[src/rtl/anc_id_filter.sv]
module anc_id_filter #(
  parameter int WORD_W = 10,
  parameter int BYTE_W = 8
) (
  input  logic                  clk,
  input  logic                  rst_n,
  input  logic                  in_valid,
  input  logic [WORD_W-1:0]     in_word,
  input  logic [2*BYTE_W-1:0]   id_value,
  input  logic [2*BYTE_W-1:0]   id_mask,
  output logic                  out_valid,
  output logic [WORD_W-1:0]     out_word,
  output logic                  out_admit
);
  localparam int DEPTH = 5;
  localparam int CNT_W = BYTE_W + 1;
  localparam logic [WORD_W-1:0] MARK_LO = '0;
  localparam logic [WORD_W-1:0] MARK_HI = '1;
  localparam logic [CNT_W-1:0]  FIXED_TAIL = CNT_W'(6);

  logic [WORD_W-1:0] line [DEPTH];
  logic [DEPTH-1:0]  full;
  logic [CNT_W-1:0]  remain;
  logic              pkt_ok;
  logic              out_sop;

  wire sop = (&full) && line[DEPTH-1] == MARK_LO &&
             line[DEPTH-2] == MARK_HI && line[DEPTH-3] == MARK_HI;

  wire pri_ok = ((line[1][BYTE_W-1:0] ^ id_value[BYTE_W-1:0]) &
                 id_mask[BYTE_W-1:0]) == '0;
  wire sec_ok = ((line[0][BYTE_W-1:0] ^ id_value[2*BYTE_W-1:BYTE_W]) &
                 id_mask[2*BYTE_W-1:BYTE_W]) == '0;
  wire match  = pri_ok && sec_ok;

  wire [CNT_W-1:0] span_left = {1'b0, in_word[BYTE_W-1:0]} + FIXED_TAIL;

  always_ff @(posedge clk or negedge rst_n) begin
    if (!rst_n) begin
      for (int k = 0; k < DEPTH; k++) line[k] <= '0;
      full      <= '0;
      remain    <= '0;
      pkt_ok    <= 1'b1;
      out_sop   <= 1'b0;
      out_valid <= 1'b0;
      out_word  <= '0;
      out_admit <= 1'b1;
    end else if (in_valid) begin
      line[0] <= in_word;
      for (int k = 1; k < DEPTH; k++) line[k] <= line[k-1];
      full      <= {full[DEPTH-2:0], 1'b1};
      out_valid <= full[DEPTH-1];
      out_word  <= line[DEPTH-1];
      out_sop   <= sop;
      if (sop) begin
        out_admit <= match;
        pkt_ok    <= match;
        remain    <= span_left;
      end else if (full[DEPTH-1]) begin
        if (remain != '0) begin
          out_admit <= pkt_ok;
          remain    <= remain - 1'b1;
        end else begin
          out_admit <= 1'b1;
        end
      end
    end else begin
      out_valid <= 1'b0;
    end
  end
endmodule

[config.mk]
export PLATFORM = sky130hd
export DESIGN_NAME = anc_id_filter
export DESIGN_NICKNAME = d
export VERILOG_FILES = /design/src/rtl/anc_id_filter.sv
export SDC_FILE = /design/constraint.sdc
export NUM_CORES = 1
export LEC_CHECK = 0
export BUFFER_PORTS_ARGS = -buffer_cell sky130_fd_sc_hd__buf_2
export CAP_MARGIN = 20
export CORE_ASPECT_RATIO = 1.5
export CORE_UTILIZATION = 50
export CTS_BUF_LIST = sky130_fd_sc_hd__clkbuf_4
export CTS_CLUSTER_SIZE = 16
export DETAILED_ROUTE_END_ITERATION = 7
export PLACE_DENSITY_LB_ADDON = 0.25
export SLEW_MARGIN = 30
export SYNTH_ARGS = -nofsm -noshare
export SYNTH_HDL_FRONTEND = slang
export SYNTH_SLANG_ARGS = --single-unit
export TNS_END_PERCENT = 30
[constraint.sdc]
create_clock -name clk -period 6.3 [get_ports clk]
set_clock_uncertainty 0.05 [all_clocks]
set_input_delay 1.26 -clock clk [delete_from_list [all_inputs] [get_ports clk]]
set_output_delay 1.26 -clock clk [all_outputs]
set_load 0.02 [all_outputs]
==> out/qor.txt, run 1 <==
status = completed
initial core utilization = 51.9%
Final Util = 58.8%
most frequent cells in the layout = 75 x dfrtp_1, 62 x mux2_2, 55 x buf_2
clk buf depth = 2
CP Capture Type = flip-flop
Register-to-Register Path Depth = 5
setup ws final = 3.12 ns
TNS Setup = 0 ns
worst hold path class = flip-flop to flip-flop
Final Hold Vio Count = 0
synthesized area = 0.00356 mm^2
via count = 2,383
Detailed Place HPWL = 5170 um
Die Wd = 70.9 um
largest fanout on the critical path = 55
dpl ws = 2.69 ns
largest net degree at the start of global routing = 78
number of synthesized flops with an enable pin = 0
worst r2r src = line[6]
Max Fclk = 314 MHz
Max Cap Viol = 0
synthesized instance count = 278
Worst-path clk slew = 0.13 ns
worst hold margin = 0.463 ns
Placed Area = 0.00389 mm^2
First DRT Iteration DRCs = 106
GRT Util Overall = 21.0%
Synth Warn # = 0
slack of the worst reg-to-reg path = 3.66 ns
cts-stage hold buffer count = 0
Total Routed Length = 7010 um
Row Count = 37
Min-Delay Path Depth = 1
initial antenna violation count = 0
Die Height = 105 um
setup bufs post-CTS = 0
core area = 0.00685 mm^2
total power = 1.27 mW
I/O pin cnt = 57
kind of start point of the critical path = input pin
FF-to-FF End = remain[5]
Mapped Nets = 325
number of detailed-routing iterations run before antenna repair = 8
grt total ovfl = 0
residual DRC count = 0
layout cells sized above 1 = 42.5%
vias in the first global route = 2,476
Yosys reg bits = 77
RSZ-0062 raised after global routing = false
placed cell count = 401
Area growth syn-to-layout = 13.3%
Critical Path Source = in_valid
die area = 0.00747 mm^2
final layout net count = 381
post_cts resized = 0
synth unique cells = 43
total clock buffers created by CTS = 9
fillers = 610
CTS tree = done
ant diodes = 0
Worst Path Arrival = 3.45 ns
Data required, critical path = 6.57 ns
Wirelength per Cell = 16.8 um
worst setup path class = input pin to flip-flop
Mean Syn Cell Area = 12.8 um^2
Max IR drop VDD = 0.204 mV
Hold Startpoint = line[48]
max-slew violations = 0
period utilization = 50.5%
Lkg Pwr = 1.80 nW
commonest non-fill, non-tap cell in the layout = dfrtp_1
Worst Tran Pin Value = 0.877 ns
sequential fraction of the synthesis area = 54.2%
Power per Cell Area = 316 mW/mm^2
Clock Latency Late Sink = 0.42 ns
Layout Cells excl Fill = 417
CP endpoint = remain[5]
post-layout minimum cycle time = 3.18 ns
Clock Sinks = 77
ys async rst share = 100%
max_slew headroom = 41.0%
antenna viol nets, final = 0
clock root cell = clkbuf_4
global-route wire length before repair = 11,900 um
Port-buffer cells = 56
Finished Cell Area = 0.00403 mm^2
main flop type after synthesis = dfrtp_1
Final setup viols = 0
DR vias/cell = 5.71
H-Tree Depth = 3
Final GP Congestion = 0.889
-- layout make-up --
type | count | area (um^2) | share of cell area [%]
Clock inverter | 7 | 66.3 | 1.65
Inverter | 8 | 30.0 | 0.745
Sequential cell | 77 | 1930 | 47.9
Multi-Input combinational cell | 181 | 1550 | 38.3
Tap cell | 78 | 97.6 | 2.42
Clock buffer | 9 | 67.6 | 1.68
Timing Repair Buffer | 57 | 294 | 7.30
-- state kept, by name, indices dropped and copies added, names as in the netlist --
signal	count
pkt_ok	1
full	5
out_word	10
out_admit	1
out_valid	1
line	50
remain	9
-- worst min path at each step --
stage                             end  slack (ns)
after floorplan               full[0]        0.41
after global placement        full[0]        0.43
after detailed placement      full[0]        0.43
after CTS                    line[38]        0.47
after global routing      out_word[4]        0.49
final                        line[38]        0.46
-- power breakdown --
| group | total [mW] | leakage, nW | switching, mW | internal [mW] |
|---|---|---|---|---|
| registers | 0.694 | 0.897 | 0.0927 | 0.602 |
| logic | 0.290 | 0.841 | 0.136 | 0.154 |
| clock network | 0.290 | 0.0654 | 0.172 | 0.118 |
| total | 1.27 | 1.80 | 0.401 | 0.873 |
-- cell usage after synthesis, types with 2 or more instances --
master	instances	area [um^2]
a21o_1	2	15.0
a21oi_1	2	10.0
a22o_1	2	17.5
a22oi_1	9	67.6
buf_1	2	7.51
clkbuf_1	8	30.0
dfrtp_1	75	1880
dfstp_2	2	52.6
ha_1	2	25.0
inv_1	8	30.0
mux2_2	62	698
mux2i_1	7	70.1
nand2_1	11	41.3
nand3_1	2	10.0
nand4_1	6	37.5
nor2_1	10	37.5
nor3_1	9	45.0
nor4_1	2	12.5
nor4_2	2	25.0
o21ai_0	6	30.0
o22ai_1	5	31.3
o2bb2ai_1	3	26.3
or4_1	2	15.0
xnor2_1	3	26.3
xor2_1	18	158
-- critical path, stage by stage --
cell       delay [ns]
buf_2            0.29
buf_4            0.61
nand2_1          0.26
nor2_1           0.54
a2bb2o_1         0.35
o2bb2ai_1        0.12
-- routing by layer --
metal / track usage [%] / share of wire (%) / wire length, um
met1: 24.6 / 40 / 2820
met2: 36.9 / 54 / 3800
met3: 4.11 / 2.5 / 175
met4: 9.43 / 3.0 / 211
met5: 0 / 0 / 0
-- kinds of logic after synthesis --
family / synth area share [%]
AO/OA/AOI/OAI: 7.07
multiplexers: 22.0
buffers and inverters: 2.36
adder cells (fa/ha/maj): 0.703
XOR/XNOR: 5.17
flip-flops: 54.2
AND/OR/NAND/NOR: 8.47
(Power assumes the default switching activity.)
==> run 2, diff against run 1 <==
Clock period 6.3 ns to 3.3 ns, I/O delays scaled along.
==> run 2 against run 1 <==
The flow now finishes with violations (design-rule violations); utilization down 0.22 points; non-clock buffer count is 2 higher; power up 85%; combinational power grew 92%; worst hold slack got worse by 0.28 ns; largest cell class unchanged; critical path type is now flip-flop to flip-flop; global-route usage up 0.21 points; first-iteration DRC count rose by 20%; die area unchanged; worst setup slack lost 2.4 ns; cell count increased by 0.24%; routed wire length up 1.7%; via count about the same.
==> out/qor.txt, run 2 (synthesis gave the netlist of run 1 again) <==
Row Count = 37 (unchanged)
residual DRC count = 6 (+6)
initial antenna violation count = 0 (unchanged)
core area = 0.00685 mm^2 (unchanged)
largest net degree at the start of global routing = 78 (unchanged)
worst hold path class = input pin to asynchronous set/reset pin
Area growth syn-to-layout = 12.8%
CP Buf/Inv Count = 0 (-2)
max-slew violations = 0 (unchanged)
Wirelength per Cell = 17.1 um (+1.4%)
period utilization = 79.1%
antenna viol nets, final = 0 (unchanged)
layout cells sized above 1 = 42.6% (+0.17 points)
via count = 2,381 (-0.084%)
CP delay by family, top = simple AND/OR/NAND/NOR gates
largest fanout on the critical path = 8 (-85%)
Max Fclk = 383 MHz
FF+latch area = 0.00193 mm^2 (unchanged)
Final Hold Vio Count = 0 (unchanged)
initial core utilization = 51.9% (unchanged)
Port-buffer cells = 56 (unchanged)
global-route wire length before repair = 12,000 um (+0.64%)
die area = 0.00747 mm^2 (unchanged)
most flop-heavy register = line
Die Wd = 70.9 um (unchanged)
setup bufs post-CTS = 0 (unchanged)
Max Cap Viol = 0 (unchanged)
Detailed Place HPWL = 5280 um (+2.2%)
Worst Path Arrival = 2.87 ns (-0.58 ns)
Worst Tran Pin Value = 0.829 ns (-0.0476 ns)
cts-stage hold buffer count = 0 (unchanged)
Clock Sinks = 77 (unchanged)
post_cts resized = 0 (unchanged)
max_slew headroom = 44.2% (+3.2 points)
H-Tree Depth = 3 (unchanged)
Data required, critical path = 3.56 ns (-3.01 ns)
clk buf depth = 2 (unchanged)
Die Height = 105 um (unchanged)
Total Routed Length = 7130 um (+1.7%)
most frequent cells in the layout = 75 x dfrtp_1, 62 x mux2_2, 55 x buf_2
CP max-delay cell = nor4_2
Final GP Congestion = 0.881 (-0.86%)
CTS tree = done
clock root cell = clkbuf_4
area of the multi-input gates = 0.00155 mm^2 (unchanged)
Worst-path clk slew = 0.12 ns (about the same)
number of detailed-routing iterations run before antenna repair = 6 (-2)
failing checks = design-rule violations
vias in the first global route = 2,470 (-0.24%)
Clock Latency Late Sink = 0.41 ns (about the same)
top flop regs = line x50, out_word x10, remain x9
ant diodes = 0 (unchanged)
max reg flops = 50 (unchanged)
DR vias/cell = 5.70 (-0.32%)
commonest non-fill, non-tap cell in the layout = dfrtp_1
cells along the critical path = nand4b_1 -> or4_1 -> nor4_2 -> o22ai_1 -> a22o_1
placed cell count = 403 (+0.50%)
CP Capture Type = flip-flop
I/O pin cnt = 57 (unchanged)
First DRT Iteration DRCs = 127 (+20%)
post-layout minimum cycle time = 2.61 ns
delay of the slowest critical-path stage = 0.77 ns (+0.16 ns)
worst setup path class = flip-flop to flip-flop
Power per Cell Area = 587 mW/mm^2 (+86%)
RSZ-0062 raised after global routing = false
GRT Util Overall = 21.2% (+0.21 points)
Lkg Pwr = 1.81 nW (+0.53%)
TNS Setup = 0 ns (unchanged)
final layout net count = 383 (+0.52%)
status = complete, but fails checks
Layout Cells excl Fill = 418 (+0.24%)
total clock buffers created by CTS = 9 (unchanged)
Max IR drop VDD = 0.330 mV (+62%)
Final setup viols = 0 (unchanged)
grt total ovfl = 0 (unchanged)
fillers = 589 (-3.4%)
kind of start point of the critical path = flip-flop
[run 2: power breakdown]
group / internal, mW / leakage (nW) / switching (mW)
Sequential: 1.15 / 0.897 / 0.180
Clock: 0.172 / 0.0646 / 0.298
Combinational: 0.294 / 0.852 / 0.262
Total: 1.62 / 1.81 / 0.740
[run 2: final timing paths]
| path | depth (start not counted) | start | to | slack, ns |
|---|---|---|---|---|
| hold reg to reg | 1 | out_word[4] | out_word[4] | 0.46 |
| setup / recovery | 5 | line[6] | remain[2] | 0.69 |
| hold / removal | 1 | rst_n | remain[5] | 0.18 |
| max in group asynchronous | 1 | rst_n | line[7] | 2.52 |
| min in group clk | 2 | in_word[9] | line[49] | 0.44 |
| setup reg to reg | 5 | line[6] | remain[2] | 0.69 |
[run 2: metal layers]
layer	GRT usage, %	vias up	routed length, um
li1	-	1134	-
met1	24.1	1194	2920
met2	38.1	38	3890
met3	5.16	15	182
met4	7.86	0	138
met5	0	-	0
[run 2: worst reg2reg max path: stages, from the launching register on]
cell and delay (ns):
dfrtp_1 0.41, nand4b_1 0.18, or4_1 0.65, nor4_2 0.77, o22ai_1 0.19, a22o_1 0.27
[run 2: area by class of cell]
cell class              count  share of cell area, %
well taps                  78                   2.43
clock buffers              12                   2.24
multi-input cells         181                   38.5
repair buffers             59                   7.70
clock inverters             3                  0.343
inverters                   8                  0.748
flip-flops and latches     77                   48.1
[run 2: through the flow]
| stage | hold WS [ns] | power (mW) | util (%) | worst slack [ns] | area [um^2] |
|---|---|---|---|---|---|
| after floorplan | 0.314 | 1.70 | - | 0.931 | 3560 |
| after global placement | 0.437 | 1.89 | 57.0 | 0.781 | 3910 |
| after detailed placement | 0.440 | 1.91 | 57.0 | 0.716 | 3910 |
| after CTS | 0.344 | 2.38 | 58.5 | 0.695 | 4010 |
| after global routing | 0.218 | 2.50 | 58.6 | 0.551 | 4020 |
| final | 0.183 | 2.36 | 58.6 | 0.689 | 4020 |
==> run 3, diff against run 2 <==
Clock period 3.3 ns to 2.7 ns, I/O delays scaled along.
==> run 3 against run 2 <==
Worst setup slack lost 0.50 ns; critical path depth did not move; fmax up 3.9%; largest cell class unchanged; sequential share of layout area is 0.49 points lower; the flow now finishes without violations; largest power group unchanged; utilization increased by 0.60 points; highest routed layer unchanged; critical path type unchanged; sequential cell count did not move; routed wire length grew 1.8%; clock-buffer cell count shrank 2; design area up 1.0%; register-to-register slack got worse by 0.50 ns; power grew 27%; non-clock buffer count increased by 1.
==> out/qor.txt, run 3 (synthesis gave the netlist of run 1 again) <==
status = completed
worst hold path class = input pin to asynchronous set/reset pin
Detailed Place HPWL = 5360 um (+1.5%)
CP delay by family, top = simple AND/OR/NAND/NOR gates
CTS tree = done
Total Routed Length = 7260 um (+1.8%)
clock root cell = clkbuf_4
number of detailed-routing iterations run before antenna repair = 8 (+2)
Power per Cell Area = 738 mW/mm^2 (+26%)
CP Capture Type = flip-flop
die area = 0.00747 mm^2 (unchanged)
most frequent cells in the layout = 75 x dfrtp_1, 62 x mux2_2, 55 x buf_2
setup bufs post-CTS = 0 (unchanged)
Clock Sinks = 77 (unchanged)
Clock Latency Late Sink = 0.40 ns (about the same)
commonest non-fill, non-tap cell in the layout = dfrtp_1
via count = 2,392 (+0.46%)
Final GP Congestion = 0.858 (-2.6%)
fillers = 608 (+3.2%)
vias in the first global route = 2,447 (-0.93%)
I/O pin cnt = 57 (unchanged)
Max IR drop VDD = 0.442 mV (+34%)
Final Hold Vio Count = 0 (unchanged)
max_slew headroom = 54.2% (+9.9 points)
Die Height = 105 um (unchanged)
final layout net count = 384 (+0.26%)
cells along the critical path = nand4bb_1 -> or4_1 -> or4_4 -> a2bb2o_1 -> o2bb2ai_1
Layout Cells excl Fill = 420 (+0.48%)
max-slew violations = 0 (unchanged)
CP Buf/Inv Count = 0 (unchanged)
largest net degree at the start of global routing = 78 (unchanged)
most flop-heavy register = line
GRT Util Overall = 21.4% (+0.21 points)
Port-buffer cells = 56 (unchanged)
top flop regs = line x50, out_word x10, remain x9
Die Wd = 70.9 um (unchanged)
worst setup path class = flip-flop to flip-flop
initial antenna violation count = 0 (unchanged)
post-layout minimum cycle time = 2.51 ns (-0.0976 ns)
H-Tree Depth = 3 (unchanged)
ant diodes = 0 (unchanged)
First DRT Iteration DRCs = 94 (-26%)
DR vias/cell = 5.70 (about the same)
slack of the worst reg-to-reg path = 0.19 ns (-0.50 ns)
Area growth syn-to-layout = 14.0%
period utilization = 93.1% (+14 points)
total clock buffers created by CTS = 9 (unchanged)
Data required, critical path = 2.95 ns (-0.61 ns)
worst hold margin = 0.0755 ns (-0.107 ns)
post_cts resized = 0 (unchanged)
clk buf depth = 2 (unchanged)
largest fanout on the critical path = 10 (+2)
grt total ovfl = 0 (unchanged)
antenna viol nets, final = 0 (unchanged)
Worst Path Arrival = 2.76 ns (-0.11 ns)
initial core utilization = 51.9% (unchanged)
Worst-path clk slew = 0.12 ns (about the same)
Max Cap Viol = 0 (unchanged)
core area = 0.00685 mm^2 (unchanged)
residual DRC count = 0 (-6)
Register-to-Register Path Depth = 5 (unchanged)
worst r2r src = line[8]
kind of start point of the critical path = flip-flop
layout cells sized above 1 = 43.0% (+0.34 points)
Worst Tran Pin Value = 0.687 ns (-0.142 ns)
placed cell count = 404 (+0.25%)
TNS Setup = 0 ns (unchanged)
cts-stage hold buffer count = 0 (unchanged)
Wirelength per Cell = 17.3 um (+1.3%)
delay of the slowest critical-path stage = 0.68 ns (-0.09 ns)
Final setup viols = 0 (unchanged)
FF-to-FF End = remain[5]
RSZ-0062 raised after global routing = false
Row Count = 37 (unchanged)
Max Fclk = 398 MHz (+3.9%)
max reg flops = 50 (unchanged)
global-route wire length before repair = 12,200 um (+1.8%)
Lkg Pwr = 1.82 nW (+0.62%)
CP max-delay cell = or4_4
==> run 3: per-stage QoR <==
step	power (mW)	utilization (%)	worst slack, ns	area, um^2
after floorplan	2.07	-	0.331	3560
after global placement	2.30	57.1	0.270	3920
after detailed placement	2.33	57.1	0.199	3920
after CTS	3.02	59.1	0.180	4050
after global routing	3.17	59.2	0.0994	4060
final	2.99	59.2	0.187	4060
==> run 3: how the worst max path moves through the flow <==
stage / startpoint / end / slack, ns / cells after the start
finish: line[8] / remain[5] / 0.19 / 5
global route: line[8] / remain[5] / 0.1 / 5
CTS: line[8] / remain[5] / 0.18 / 5
detailed placement: line[8] / remain[5] / 0.20 / 5
global placement: line[8] / remain[5] / 0.27 / 5
floorplan: line[8] / remain[5] / 0.33 / 7
==> run 3: power by group <==
part           switching, mW  total (mW)  internal [mW]
clock                  0.402       0.694          0.292
combinational          0.320       0.679          0.359
sequential             0.216        1.62           1.40
total                  0.938        2.99           2.05
==> run 3: metal layers <==
layer  global-route usage [%]  wire length (um)  vias up
met2                     36.3              3830       35
met3                     4.40               171        9
met4                     10.1               158        0
met5                        0                 0        -
met1                     25.9              3090     1208
li1                         -                 -     1140
==> run 3: worst register-to-register path: stages (launching register included) <==
cell       delay [ns]
dfrtp_1          0.41
nand4bb_1        0.20
or4_1            0.64
or4_4            0.68
a2bb2o_1         0.32
o2bb2ai_1        0.12
==> run 3: cell type report <==
| type | instances | area, um^2 | area share [%] |
|---|---|---|---|
| flip-flops and latches | 77 | 1930 | 47.6 |
| multi-input cells | 181 | 1550 | 38.1 |
| repair buffers | 60 | 317 | 7.80 |
| well taps | 78 | 97.6 | 2.41 |
| clock buffers | 10 | 75.1 | 1.85 |
| clock inverters | 6 | 62.6 | 1.54 |
| inverters | 8 | 30.0 | 0.740 |
